**src/rtl/flash_erase_seq.sv**
```systemverilog
module flash_erase_seq #(
  parameter int AW = 22,
  parameter int DW = 16,
  parameter int CW = 4,
  parameter int PW = 10
) (
  input  logic          clk,
  input  logic          rst_n,
  input  logic          start,
  input  logic [CW-1:0] blk_count,
  input  logic          per_block_chk,
  input  logic [PW-1:0] poll_limit,
  output logic [CW-1:0] blk_idx,
  input  logic [AW-1:0] blk_addr,
  output logic          bus_we,
  output logic          bus_re,
  output logic [AW-1:0] bus_addr,
  output logic [DW-1:0] bus_wdata,
  input  logic [DW-1:0] bus_rdata,
  output logic          busy,
  output logic          done,
  output logic [2:0]    err_code,
  output logic [CW-1:0] fail_idx
);
  typedef enum logic [2:0] {S_IDLE, S_CLR, S_SETUP, S_CONF, S_POLL, S_GAP, S_FF} st_t;

  localparam logic [2:0] E_TIMEOUT = 3'd5;

  st_t           st_q;
  logic [CW-1:0] cnt_q, idx_q;
  logic [PW-1:0] lim_q, pcnt_q;
  logic          per_q, seen_q;

  function automatic logic [2:0] decode(input logic [7:0] s);
    if (s[1])             return 3'd1;
    else if (s[3])        return 3'd2;
    else if (s[4] & s[5]) return 3'd3;
    else if (s[5])        return 3'd4;
    else                  return 3'd0;
  endfunction

  logic [2:0] code;
  logic       rdy, last;
  assign code = decode(bus_rdata[7:0]);
  assign rdy  = bus_rdata[7];
  assign last = (idx_q == cnt_q - 1'b1);

  assign blk_idx  = idx_q;
  assign bus_addr = blk_addr;
  assign bus_we   = (st_q == S_CLR) || (st_q == S_SETUP) || (st_q == S_CONF) || (st_q == S_FF);
  assign bus_re   = (st_q == S_POLL);
  assign busy     = (st_q != S_IDLE);

  always_comb begin
    case (st_q)
      S_CLR:   bus_wdata = DW'(8'h50);
      S_SETUP: bus_wdata = DW'(8'h20);
      S_CONF:  bus_wdata = DW'(8'hD0);
      S_FF:    bus_wdata = DW'(8'hFF);
      default: bus_wdata = '0;
    endcase
  end

  always_ff @(posedge clk) begin
    if (!rst_n) begin
      st_q <= S_IDLE; cnt_q <= '0; idx_q <= '0; lim_q <= '0; pcnt_q <= '0;
      per_q <= 1'b0; seen_q <= 1'b0; done <= 1'b0; err_code <= '0; fail_idx <= '0;
    end else begin
      done <= 1'b0;
      case (st_q)
        S_IDLE: if (start && blk_count != '0) begin
          cnt_q <= blk_count; per_q <= per_block_chk; lim_q <= poll_limit;
          idx_q <= '0; seen_q <= 1'b0; err_code <= '0; fail_idx <= '0;
          st_q <= S_CLR;
        end
        S_CLR:   st_q <= S_SETUP;
        S_SETUP: st_q <= S_CONF;
        S_CONF:  begin pcnt_q <= '0; st_q <= S_POLL; end
        S_GAP:   st_q <= S_POLL;
        S_POLL: begin
          if (!rdy) begin
            if (pcnt_q + 1'b1 >= lim_q) begin
              err_code <= E_TIMEOUT; fail_idx <= idx_q; st_q <= S_FF;
            end else begin
              pcnt_q <= pcnt_q + 1'b1; st_q <= S_GAP;
            end
          end else if (per_q && code != 3'd0) begin
            err_code <= code; fail_idx <= idx_q; st_q <= S_FF;
          end else begin
            if (!per_q && code != 3'd0 && !seen_q) begin
              fail_idx <= idx_q; seen_q <= 1'b1;
            end
            if (last) begin
              if (!per_q) err_code <= code;
              st_q <= S_FF;
            end else begin
              idx_q <= idx_q + 1'b1; st_q <= S_SETUP;
            end
          end
        end
        S_FF: begin done <= 1'b1; st_q <= S_IDLE; end
        default: st_q <= S_IDLE;
      endcase
    end
  end

  a_r3_poll_gap: assert property (@(posedge clk) disable iff (!rst_n) bus_re |=> !bus_re);
  a_r3_no_overlap: assert property (@(posedge clk) disable iff (!rst_n) !(bus_we && bus_re));
  a_r8_done_after_ff: assert property (@(posedge clk) disable iff (!rst_n)
    done |-> ($past(bus_we) && $past(bus_wdata[7:0]) == 8'hFF && !busy));
  a_r4_setup_after_ready: assert property (@(posedge clk) disable iff (!rst_n)
    (bus_we && bus_wdata[7:0] == 8'h20 && $past(bus_re)) |-> $past(bus_rdata[7]));
  a_r9_poll_bound: assert property (@(posedge clk) disable iff (!rst_n)
    bus_re |-> (pcnt_q < lim_q || lim_q == '0));
  a_r2_clear_first: assert property (@(posedge clk) disable iff (!rst_n)
    $rose(busy) |-> (bus_we && bus_wdata[7:0] == 8'h50));
endmodule

```
**config.mk**
```make
export PLATFORM = sky130hd
export DESIGN_NAME = flash_erase_seq
export DESIGN_NICKNAME = d
export VERILOG_FILES = /design/src/rtl/flash_erase_seq.sv
export SDC_FILE = /design/constraint.sdc
export NUM_CORES = 1
export LEC_CHECK = 0
export BUFFER_PORTS_ARGS = -buffer_cell sky130_fd_sc_hd__clkbuf_2
export CAP_MARGIN = 30
export CELL_PAD_IN_SITES_DETAIL_PLACEMENT = 1
export CELL_PAD_IN_SITES_GLOBAL_PLACEMENT = 1
export CORE_UTILIZATION = 35
export CTS_BUF_LIST = sky130_fd_sc_hd__clkbuf_4
export DETAILED_ROUTE_END_ITERATION = 16
export PLACE_DENSITY = 0.88
export SLEW_MARGIN = 10
export SYNTH_ARGS = -nofsm -noshare
export SYNTH_HDL_FRONTEND = slang
export SYNTH_SLANG_ARGS = --single-unit
export TNS_END_PERCENT = 1
```
**constraint.sdc**
```tcl
create_clock -name clk -period 3.35 [get_ports clk]
set_input_delay 0.67 -clock clk [delete_from_list [all_inputs] [get_ports clk]]
set_output_delay 0.67 -clock clk [all_outputs]
set_load 0.005 [all_outputs]
```
==> results of run 1 <==
power groups by stage:
stage	sequential, mW	clock [mW]	combinational (mW)
finish	0.534	0.332	0.224
global route	0.538	0.359	0.254
CTS	0.534	0.343	0.220
detailed placement	0.545	0	0.220
global placement	0.543	0	0.210
floorplan	0.536	0	0.190
synth_stat cells, drive strengths merged (10+ instances only):
cell type	number	area, um2
a21boi	30	225
dfxtp	41	821
ha	13	163
nand3	21	105
nand2	51	191
o21ai	10	50.0
nor2	13	48.8
inv	14	52.6
buf	39	292
kinds of logic (layout without fill, tap and decap cells):
group / count (synthesis) / after routing / share of synthesized area
simple gates: 134 / 134 / 0.254
buf+inv: 62 / 72 / 0.146
compound gates: 60 / 60 / 0.167
flops: 41 / 41 / 0.316
fa+ha+maj: 13 / 13 / 0.0627
xor+xnor: 11 / 11 / 0.0371
mux: 4 / 4 / 0.0154
other cells: 1 / 8 / 0.00145
sequential cells by signal (all words and copies together) (netlist names):
register  cells
pcnt_q       10
done          1
lim_q        10
cnt_q         4
seen_q        1
fail_idx      4
st_q          3
per_q         1
blk_idx       4
err_code      3
worst paths after layout:
check / from / endpoint / slack, ns / cells after the start
worst max-delay path: pcnt_q[2]$_SDFFE_PN0P_ / pcnt_q[0]$_SDFFE_PN0P_ / 0.21 / 12
worst min-delay path: err_code[2]$_SDFFE_PN0P_ / err_code[2]$_SDFFE_PN0P_ / 0.47 / 2
worst max register to register: pcnt_q[2]$_SDFFE_PN0P_ / pcnt_q[0]$_SDFFE_PN0P_ / 0.21 / 12
worst min register to register: err_code[2]$_SDFFE_PN0P_ / err_code[2]$_SDFFE_PN0P_ / 0.47 / 2
through the flow:
stage               total power [mW]  cells  setup slack (ns)   util
floorplan                      0.726    333             0.591      -
global placement               0.753    433             0.300  0.371
detailed placement             0.765    433            0.0825  0.371
CTS                             1.10    441            0.0205  0.382
global route                    1.15    442            0.0404  0.386
finish                          1.09    442             0.209  0.386
metal layers:
metal,up-vias,GRT usage
li1,1089,-
met1,1050,0.186
met2,47,0.309
met3,11,0.0273
met4,0,0.0645
met5,-,0
repair_timing:
item                       CTS  global route
resized for setup            0             5
hold buffers                 0             0
setup endpoints to repair    0            17
cell type report:
type | instances | area, um2 | share of cell area
sequential | 41 | 822 | 0.296
timing repair buffer | 50 | 263 | 0.0945
clock inverter | 3 | 41.3 | 0.0148
tap | 99 | 124 | 0.0445
clock buffer | 5 | 37.5 | 0.0135
multi-input combinational | 230 | 1440 | 0.518
inverter | 14 | 52.6 | 0.0189
worst min-delay path: stages, from the launching register on:
cell	delay, ns
dfxtp_1	0.34
nand2_1	0.05
mux2i_1	0.06
==> reports/qor.csv, run 1 <==
stage,metric,value,unit
status,outcome,finished clean,
power_and_ir_drop,switching pwr,0.330,mW
yosys,average instance area after synthesis,7.96,um2
yosys,number of synthesized register bits,41,
global_routing,remaining global-route overflow,0,
route,DRC violations left,0,
worst_hold_path,worst min path class,reg -> reg,
route,Routed met3 length,201,um
finish,number of diodes added for antenna fixing,0,
setup_path,"Cell Chain, Critical Path",nand3_1 -> nor3_1 -> nor2b_1 -> or2_2 -> ha_1 -> a211oi_1 -> nor2_1 -> nor4_4 -> nand3_1 -> buf_4 -> and3_1 -> o21a_1,
yosys,number of flops mapped to enable cells by yosys,0,
finish,filler cell count in the final layout,943,
clock_tree,clock latency on the worst-skew pair,0.37,ns
floorplan,Die Span X,88.1,um
finish,final non-filler cell area,0.00278,mm2
floorplan,row count,31,
power_and_ir_drop,clock share of power,0.304,
setup_path,kind of cell adding the most delay to the critical path,simple AND/OR/NAND/NOR gates,
yosys,Ys Warns,0,
clock_tree,clock-pin slew reported for the worst setup and hold paths after clock tree synthesis,0.14,ns
global_routing,via count of the first global-routing pass,2192,
clock_tree,TritonCTS clock tree,done,
placement,sum of net half-perimeters after detailed placement,4700,um
clock_tree,count of H-tree levels built during CTS,2,
global_routing,number of antenna violations at the first check in global routing,0,
power_and_ir_drop,static leakage,1.19,nW
finish,most used cells in the layout excluding fill and tap cells,"nand2_1, clkbuf_2, dfxtp_1",
setup_path,Worst Path Required,3.63,ns
setup_path,path type of the worst setup path,reg -> reg,
timing,aggregate negative setup slack,0,ns
setup_path,crit end category,flop,
clock_tree,clk buf depth,2,
clock_tree,setup repair bufs after CTS,0,
setup_path,maximum fanout count along the critical path,11,
route,wire per inst,14.0,um
timing,Slew Limit Headroom,0.499,
timing,number of setup violations in the final report,0,
global_routing,global-route wire length before repair,9870,um
power_and_ir_drop,PD cells,392,mW/mm2
global_routing,total routing usage reported by global routing,0.165,
power_and_ir_drop,combinational group share of total power,0.206,
yosys,async set-or-reset flop fraction in the synthesized netlist,0,
route,Total Routed Length,6200,um
power_and_ir_drop,Worst IR Drop VDD,0.000187,V
route,M1 WL,2680,um
clock_tree,TritonCTS Buffers,5,
route,uppermost metal layer occupied by signal nets,met4,
power_and_ir_drop,cell-internal power,0.760,mW
finish,"most common cell after layout, fill and taps aside",nand2_1,
route,WL met2,3220,um
power_and_ir_drop,sw frac,0.303,
floorplan,Total Die Area,0.00776,mm2
route,first-pass detailed-route iteration total,4,
setup_path,startpoint kind of the worst setup timing path,flop,
finish,Total Nets Final,411,
setup_path,buffering stage count on the worst path with inverters included,1,
floorplan,initial standard-cell utilization of the core,0.360,
timing,hold slack,0.470,ns
setup_path,data arrival time of the critical path,3.42,ns
setup_path,CP dominant cell by count,nand3_1,
route,vias after detailed routing,2197,
route,DRC violation total after the first TritonRoute iteration,138,
global_routing,largest net degree at the start of global routing,44,
floorplan,count of pins on the block boundary,109,
clock_tree,sink count of the clock tree,41,
yosys,number of standard cells after synthesis,326,
run,count of max-cap constraint violations,0,
timing,final critical delay including setup and external delays,3.14,ns
floorplan,die extent in y,88.1,um
timing,unrepaired setup endpoints after global routing,no,
finish,fraction of final layout cells with drive strength greater than 1,0.210,
yosys,portion of the post-synthesis area used by sequential elements,0.316,
placement,routability congestion estimate from global placement,0.783,
yosys,top_reg_cell synth,dfxtp_1,
placement,IO Port Bufs,45,
setup_path,Critical Path Slowest Stage Cell,dfxtp_1,
route,post-route antenna net violation count,0,
yosys,Post-Synthesis Cell Area,0.00259,mm2
placement,Placed Instance Area,0.00268,mm2
yosys,number of library cell types mapped by synthesis,43,
timing,worst clock skew,0.0195,ns
timing,maximum operating frequency,0.318,GHz
timing,final slew viol count,0,
finish,Synth-to-Final Area Change,7.18,%
power_and_ir_drop,Reg power frac,0.490,
route,average vias per placed instance,4.97,
timing,final period utilization,0.938,
timing,Fin. Hold Viols,0,
clock_tree,clock tree root driver cell,clkbuf_4,
floorplan,Floorplan Core Area,0.00721,mm2
setup_path,CP peak stage delay,0.41,ns
timing,transition at the pin with the smallest max-transition slack,0.751,ns
Power figures use the tool's default switching activity.
==> inputs of run 2 (changes only) <==
--- a/config.mk
+++ b/config.mk
@@ -6,7 +6,7 @@
 export NUM_CORES = 1
 export LEC_CHECK = 0
 export BUFFER_PORTS_ARGS = -buffer_cell sky130_fd_sc_hd__clkbuf_2
-export CAP_MARGIN = 30
+export CAP_MARGIN = 20
 export CELL_PAD_IN_SITES_DETAIL_PLACEMENT = 1
 export CELL_PAD_IN_SITES_GLOBAL_PLACEMENT = 1
 export CORE_UTILIZATION = 35
==> constraint.sdc (replaced) <==
create_clock -name clk -period 3.35 [get_ports clk]
set_input_delay 0.1675 -clock clk [delete_from_list [all_inputs] [get_ports clk]]
set_output_delay 0.1675 -clock clk [all_outputs]
set_load 0.005 [all_outputs]
==> reports/qor.csv, run 2 (synthesis gave the netlist of run 1 again) <==
stage,metric,value,unit
route,WL met2,3100,um
power_and_ir_drop,Worst IR Drop VDD,0.000176,V
timing,minimum setup slack in the final design,0.173,ns
status,outcome,finished clean,
route,Routed met3 length,232,um
finish,Final Instance Count excl. Fillers,442,
route,vias after detailed routing,2204,
global_routing,largest net degree at the start of global routing,44,
finish,area of the multi-input gates,0.00142,mm2
power_and_ir_drop,clock share of power,0.272,
global_routing,global-route wire length before repair,10200,um
timing,number of setup violations in the final report,0,
worst_hold_path,worst min path class,in -> reg,
power_and_ir_drop,PD cells,378,mW/mm2
route,M1 WL,2620,um
placement,IO Port Bufs,45,
finish,Total Nets Final,411,
setup_path,data arrival time of the critical path,3.47,ns
power_and_ir_drop,combinational group share of total power,0.213,
timing,final slew viol count,0,
power_and_ir_drop,Reg power frac,0.514,
clock_tree,clock latency on the worst-skew pair,0.38,ns
global_routing,number of antenna violations at the first check in global routing,0,
clock_tree,clk buf depth,2,
finish,number of diodes added for antenna fixing,0,
worst_hold_path,hold path startpoint,poll_limit[1],
floorplan,die extent in y,88.1,um
placement,routability congestion estimate from global placement,0.810,
worst_hold_path,Hold Path Cell Cnt,3,
power_and_ir_drop,cell-internal power,0.690,mW
clock_tree,setup repair bufs after CTS,0,
setup_path,slack of the worst reg-to-reg path,0.17,ns
setup_path,startpoint kind of the worst setup timing path,flop,
clock_tree,count of H-tree levels built during CTS,2,
clock_tree,clock-pin slew reported for the worst setup and hold paths after clock tree synthesis,0.15,ns
finish,filler cell count in the final layout,925,
finish,Synth-to-Final Area Change,5.83,%
clock_tree,TritonCTS clock tree,done,
setup_path,Worst Path Required,3.64,ns
route,uppermost metal layer occupied by signal nets,met4,
setup_path,Critical Path Start,pcnt_q[0]$_SDFFE_PN0P_,
finish,Storage cell area,821,um2
timing,worst clock skew,0.0134,ns
power_and_ir_drop,Power Total,1.04,mW
power_and_ir_drop,static leakage,1.18,nW
timing,aggregate negative setup slack,0,ns
setup_path,number of cells on the worst reg-to-reg path,13,
setup_path,path type of the worst setup path,reg -> reg,
worst_hold_path,worst-case hold path end point,lim_q[1]$_SDFFE_PN0P_,
power_and_ir_drop,sw frac,0.335,
timing,Fin. Hold Viols,0,
floorplan,Total Die Area,0.00776,mm2
placement,worst slack at placement,0.177,ns
floorplan,Die Span X,88.1,um
route,first-pass detailed-route iteration total,4,
placement,sum of net half-perimeters after detailed placement,4680,um
timing,final period utilization,0.948,
clock_tree,TritonCTS Buffers,5,
global_routing,total routing usage reported by global routing,0.167,
global_routing,via count of the first global-routing pass,2256,
route,average vias per placed instance,4.99,
finish,"most common cell after layout, fill and taps aside",nand2_1,
timing,final critical delay including setup and external delays,3.18,ns
route,DRC violation total after the first TritonRoute iteration,84,
route,wire per inst,13.8,um
floorplan,initial standard-cell utilization of the core,0.360,
route,Total Routed Length,6090,um
setup_path,destination of the worst register-to-register timing path,fail_idx[1]$_SDFFE_PN0P_,
timing,Slew Limit Headroom,0.364,
setup_path,reg2reg start,pcnt_q[0]$_SDFFE_PN0P_,
clock_tree,sink count of the clock tree,41,
setup_path,crit end category,flop,
timing,unrepaired setup endpoints after global routing,yes,
finish,registers with the highest flip-flop counts,"lim_q (10), pcnt_q (10)",
setup_path,maximum fanout count along the critical path,8,
finish,fraction of final layout cells with drive strength greater than 1,0.207,
finish,final core utilization,0.381,
finish,final non-filler cell area,0.00275,mm2
timing,transition at the pin with the smallest max-transition slack,0.951,ns
run,count of max-cap constraint violations,0,
finish,most used cells in the layout excluding fill and tap cells,"nand2_1, clkbuf_2, dfxtp_1",
timing,maximum operating frequency,0.315,GHz
placement,Placed Instance Area,0.00268,mm2
clock_tree,clock tree root driver cell,clkbuf_4,
global_routing,remaining global-route overflow,0,
route,DRC violations left,0,
clock_tree,Hold Buf Count CTS,0,
route,post-route antenna net violation count,0,
floorplan,count of pins on the block boundary,109,
power_and_ir_drop,switching pwr,0.348,mW
floorplan,Floorplan Core Area,0.00721,mm2
timing,hold slack,0.0178,ns
floorplan,row count,31,
placement,DP Cell Count,434,
[run 2: cell types whose count changed in the layout (fill, tap and decap cells not counted), sizes merged]
cell,before,now
clkinv,1,0
bufinv,1,0
inv,14,16
[run 2: timing repair]
item | in CTS | in global routing
hold endpoints to repair | 0 | 0
gates resized for setup | 0 | 1
endpoints found under the setup margin | 0 | 3
[run 2: layer usage]
layer | vias to the layer above | GRT usage
li1 | 1091 | -
met1 | 1042 | 0.197
met2 | 55 | 0.297
met3 | 16 | 0.0320
met4 | 0 | 0.0674
met5 | - | 0
[run 2: cell type report]
cell class                 instances  share of cell area
timing repair buffer              50              0.0957
clock buffer                       5              0.0137
clock inverter                     3             0.00911
multi-input combinational        230               0.518
inverter                          14              0.0191
sequential                        41               0.299
tap                               99              0.0451
[run 2: power by group through the flow]
stage	clock network, mW	logic, mW	registers [mW]
2_1_floorplan	0	0.190	0.536
3_3_place_gp	0	0.211	0.543
3_5_place_dp	0	0.221	0.545
4_1_cts	0.293	0.223	0.534
5_1_grt	0.314	0.248	0.539
6_report	0.283	0.221	0.534
[run 2: critical path, cell delays in order, from the launching register on]
cell      delay, ns
dfxtp_1        0.43
ha_1           0.21
nand3_1        0.16
and2_1         0.22
or2_2          0.31
ha_1           0.32
a21oi_1        0.16
a211oi_1       0.12
nor4_2         0.36
buf_4          0.20
a21oi_1        0.07
buf_4          0.17
nand3b_1       0.16
a21boi_0       0.21
[run 2: worst max-delay path by stage]
| stage | depth (start not counted) | slack [ns] | to |
|---|---|---|---|
| final | 13 | 0.17 | fail_idx[1]$_SDFFE_PN0P_ |
| after global routing | 13 | -0.01 | fail_idx[1]$_SDFFE_PN0P_ |
| after CTS | 13 | 0.15 | fail_idx[1]$_SDFFE_PN0P_ |
| after detailed placement | 13 | 0.18 | fail_idx[1]$_SDFFE_PN0P_ |
| after global placement | 12 | 0.42 | pcnt_q[0]$_SDFFE_PN0P_ |
| after floorplan | 11 | 0.59 | pcnt_q[0]$_SDFFE_PN0P_ |
==> inputs of run 3 (changes only) <==
--- a/config.mk
+++ b/config.mk
@@ -12,6 +12,7 @@
 export CORE_UTILIZATION = 35
 export CTS_BUF_LIST = sky130_fd_sc_hd__clkbuf_4
 export DETAILED_ROUTE_END_ITERATION = 16
+export GPL_ROUTABILITY_DRIVEN = 0
 export PLACE_DENSITY = 0.88
 export SLEW_MARGIN = 10
 export SYNTH_ARGS = -nofsm -noshare
==> constraint.sdc (replaced) <==
create_clock -name clk -period 3.41 [get_ports clk]
set_input_delay 0.1705 -clock clk [delete_from_list [all_inputs] [get_ports clk]]
set_output_delay 0.1705 -clock clk [all_outputs]
set_load 0.005 [all_outputs]
==> reports/qor.csv, run 3 (synthesis gave the netlist of run 1 again) <==
stage,metric,value,unit
status,outcome,finished clean,
timing,hold slack,0.0218,ns
floorplan,row count,31,
floorplan,initial standard-cell utilization of the core,0.360,
floorplan,Total Die Area,0.00776,mm2
clock_tree,clock-pin slew reported for the worst setup and hold paths after clock tree synthesis,0.14,ns
placement,worst slack at placement,0.214,ns
worst_hold_path,Hold Path Cell Cnt,3,
global_routing,total routing usage reported by global routing,0.162,
power_and_ir_drop,PD cells,412,mW/mm2
global_routing,via count of the first global-routing pass,2128,
timing,final slew viol count,0,
route,first-pass detailed-route iteration total,4,
placement,DP Cell Count,432,
clock_tree,TritonCTS Buffers,5,
clock_tree,clock latency on the worst-skew pair,0.37,ns
finish,Final Instance Count excl. Fillers,440,
timing,maximum operating frequency,0.320,GHz
run,count of max-cap constraint violations,0,
route,DRC violations left,0,
global_routing,global-route wire length before repair,9720,um
clock_tree,setup repair bufs after CTS,0,
power_and_ir_drop,Worst IR Drop VDD,0.000145,V
clock_tree,clock tree root driver cell,clkbuf_4,
finish,Synth-to-Final Area Change,7.28,%
finish,filler cell count in the final layout,912,
setup_path,data arrival time of the critical path,3.40,ns
power_and_ir_drop,sw frac,0.285,
floorplan,count of pins on the block boundary,109,
clock_tree,Hold Buf Count CTS,0,
finish,"most common cell after layout, fill and taps aside",nand2_1,
clock_tree,count of H-tree levels built during CTS,2,
global_routing,number of antenna violations at the first check in global routing,0,
setup_path,crit end category,flop,
route,wire per inst,13.8,um
route,post-route antenna net violation count,0,
placement,IO Port Bufs,45,
timing,Fin. Hold Viols,0,
timing,worst clock skew,0.0153,ns
power_and_ir_drop,switching pwr,0.327,mW
timing,final critical delay including setup and external delays,3.12,ns
route,average vias per placed instance,4.98,
clock_tree,sink count of the clock tree,41,
finish,number of diodes added for antenna fixing,0,
power_and_ir_drop,cell-internal power,0.819,mW
power_and_ir_drop,combinational group share of total power,0.191,
finish,final core utilization,0.386,
setup_path,maximum fanout count along the critical path,11,
worst_hold_path,worst min path class,in -> reg,
finish,registers with the highest flip-flop counts,"lim_q (10), pcnt_q (10)",
finish,area of the multi-input gates,0.00144,mm2
floorplan,die extent in y,88.1,um
timing,Slew Limit Headroom,0.335,
global_routing,largest net degree at the start of global routing,44,
route,DRC violation total after the first TritonRoute iteration,123,
setup_path,number of cells on the worst reg-to-reg path,12,
timing,number of setup violations in the final report,0,
power_and_ir_drop,static leakage,1.20,nW
finish,most used cells in the layout excluding fill and tap cells,"nand2_1, clkbuf_2, dfxtp_1",
placement,sum of net half-perimeters after detailed placement,4570,um
setup_path,startpoint kind of the worst setup timing path,flop,
timing,final period utilization,0.916,
floorplan,Die Span X,88.1,um
finish,fraction of final layout cells with drive strength greater than 1,0.205,
clock_tree,total of cells resized after clock tree synthesis,0,
route,Total Routed Length,6070,um
timing,minimum setup slack in the final design,0.288,ns
power_and_ir_drop,Reg power frac,0.458,
setup_path,slack of the worst reg-to-reg path,0.29,ns
clock_tree,clk buf depth,2,
clock_tree,TritonCTS clock tree,done,
setup_path,Worst Path Required,3.69,ns
global_routing,remaining global-route overflow,0,
power_and_ir_drop,clock share of power,0.350,
timing,transition at the pin with the smallest max-transition slack,0.994,ns
finish,Total Nets Final,409,
setup_path,path type of the worst setup path,reg -> reg,
finish,Storage cell area,821,um2
floorplan,Floorplan Core Area,0.00721,mm2
route,vias after detailed routing,2190,
==> run 3: cell types whose count changed in the layout (fill, tap and decap cells not counted), sizes merged <==
cell,before,now
bufinv,0,2
buf,5,3
clkinvlp,1,0
inv,16,14
clkinv,0,1
==> run 3: final timing paths <==
kind                                 start                        to
setup / recovery    pcnt_q[0]$_SDFFE_PN0P_    pcnt_q[0]$_SDFFE_PN0P_
hold reg to reg   err_code[1]$_SDFFE_PN0P_  err_code[1]$_SDFFE_PN0P_
setup reg to reg    pcnt_q[0]$_SDFFE_PN0P_    pcnt_q[0]$_SDFFE_PN0P_
hold / removal               poll_limit[9]     lim_q[9]$_SDFFE_PN0P_
==> run 3: layer usage <==
layer,wire (um),up-vias,track usage,part of all wire
li1,-,1083,-,-
met1,2620,1039,0.188,0.43
met2,3090,57,0.297,0.51
met3,269,11,0.0330,0.044
met4,86,0,0.0513,0.014
met5,0,-,0,0
==> run 3: layout make-up <==
cell class                 count  share of cell area
clock inverter                 3              0.0234
multi-input combinational    230               0.516
inverter                      14              0.0189
tap                           99              0.0445
sequential                    41               0.295
timing repair buffer          48              0.0890
clock buffer                   5              0.0135
==> run 3: metrics by stage <==
step           instance area [um2]  TNS (ns)  power, mW
6_report                      2780         0       1.15
5_1_grt                       2780  -0.00421       1.21
4_1_cts                       2770         0       1.16
3_5_place_dp                  2670         0      0.752
3_3_place_gp                  2670         0      0.740
2_1_floorplan                 2620         0      0.714
==> run 3: power groups by stage <==
stage / logic [mW] / registers, mW / clock network, mW
detailed placement: 0.216 / 0.536 / 0
finish: 0.219 / 0.525 / 0.402
global placement: 0.206 / 0.533 / 0
floorplan: 0.187 / 0.526 / 0
global route: 0.245 / 0.529 / 0.432
CTS: 0.219 / 0.525 / 0.414
==> run 3: critical path, cell delays in order, from the launching register on <==
cell      delay, ns
dfxtp_1        0.43
ha_1           0.22
nand3_1        0.16
and2_1         0.21
or2_2          0.30
ha_1           0.32
a21oi_1        0.16
a211oi_1       0.13
nor4_4         0.40
nand3_1        0.17
buf_4          0.21
and3_1         0.17
o21a_1         0.17
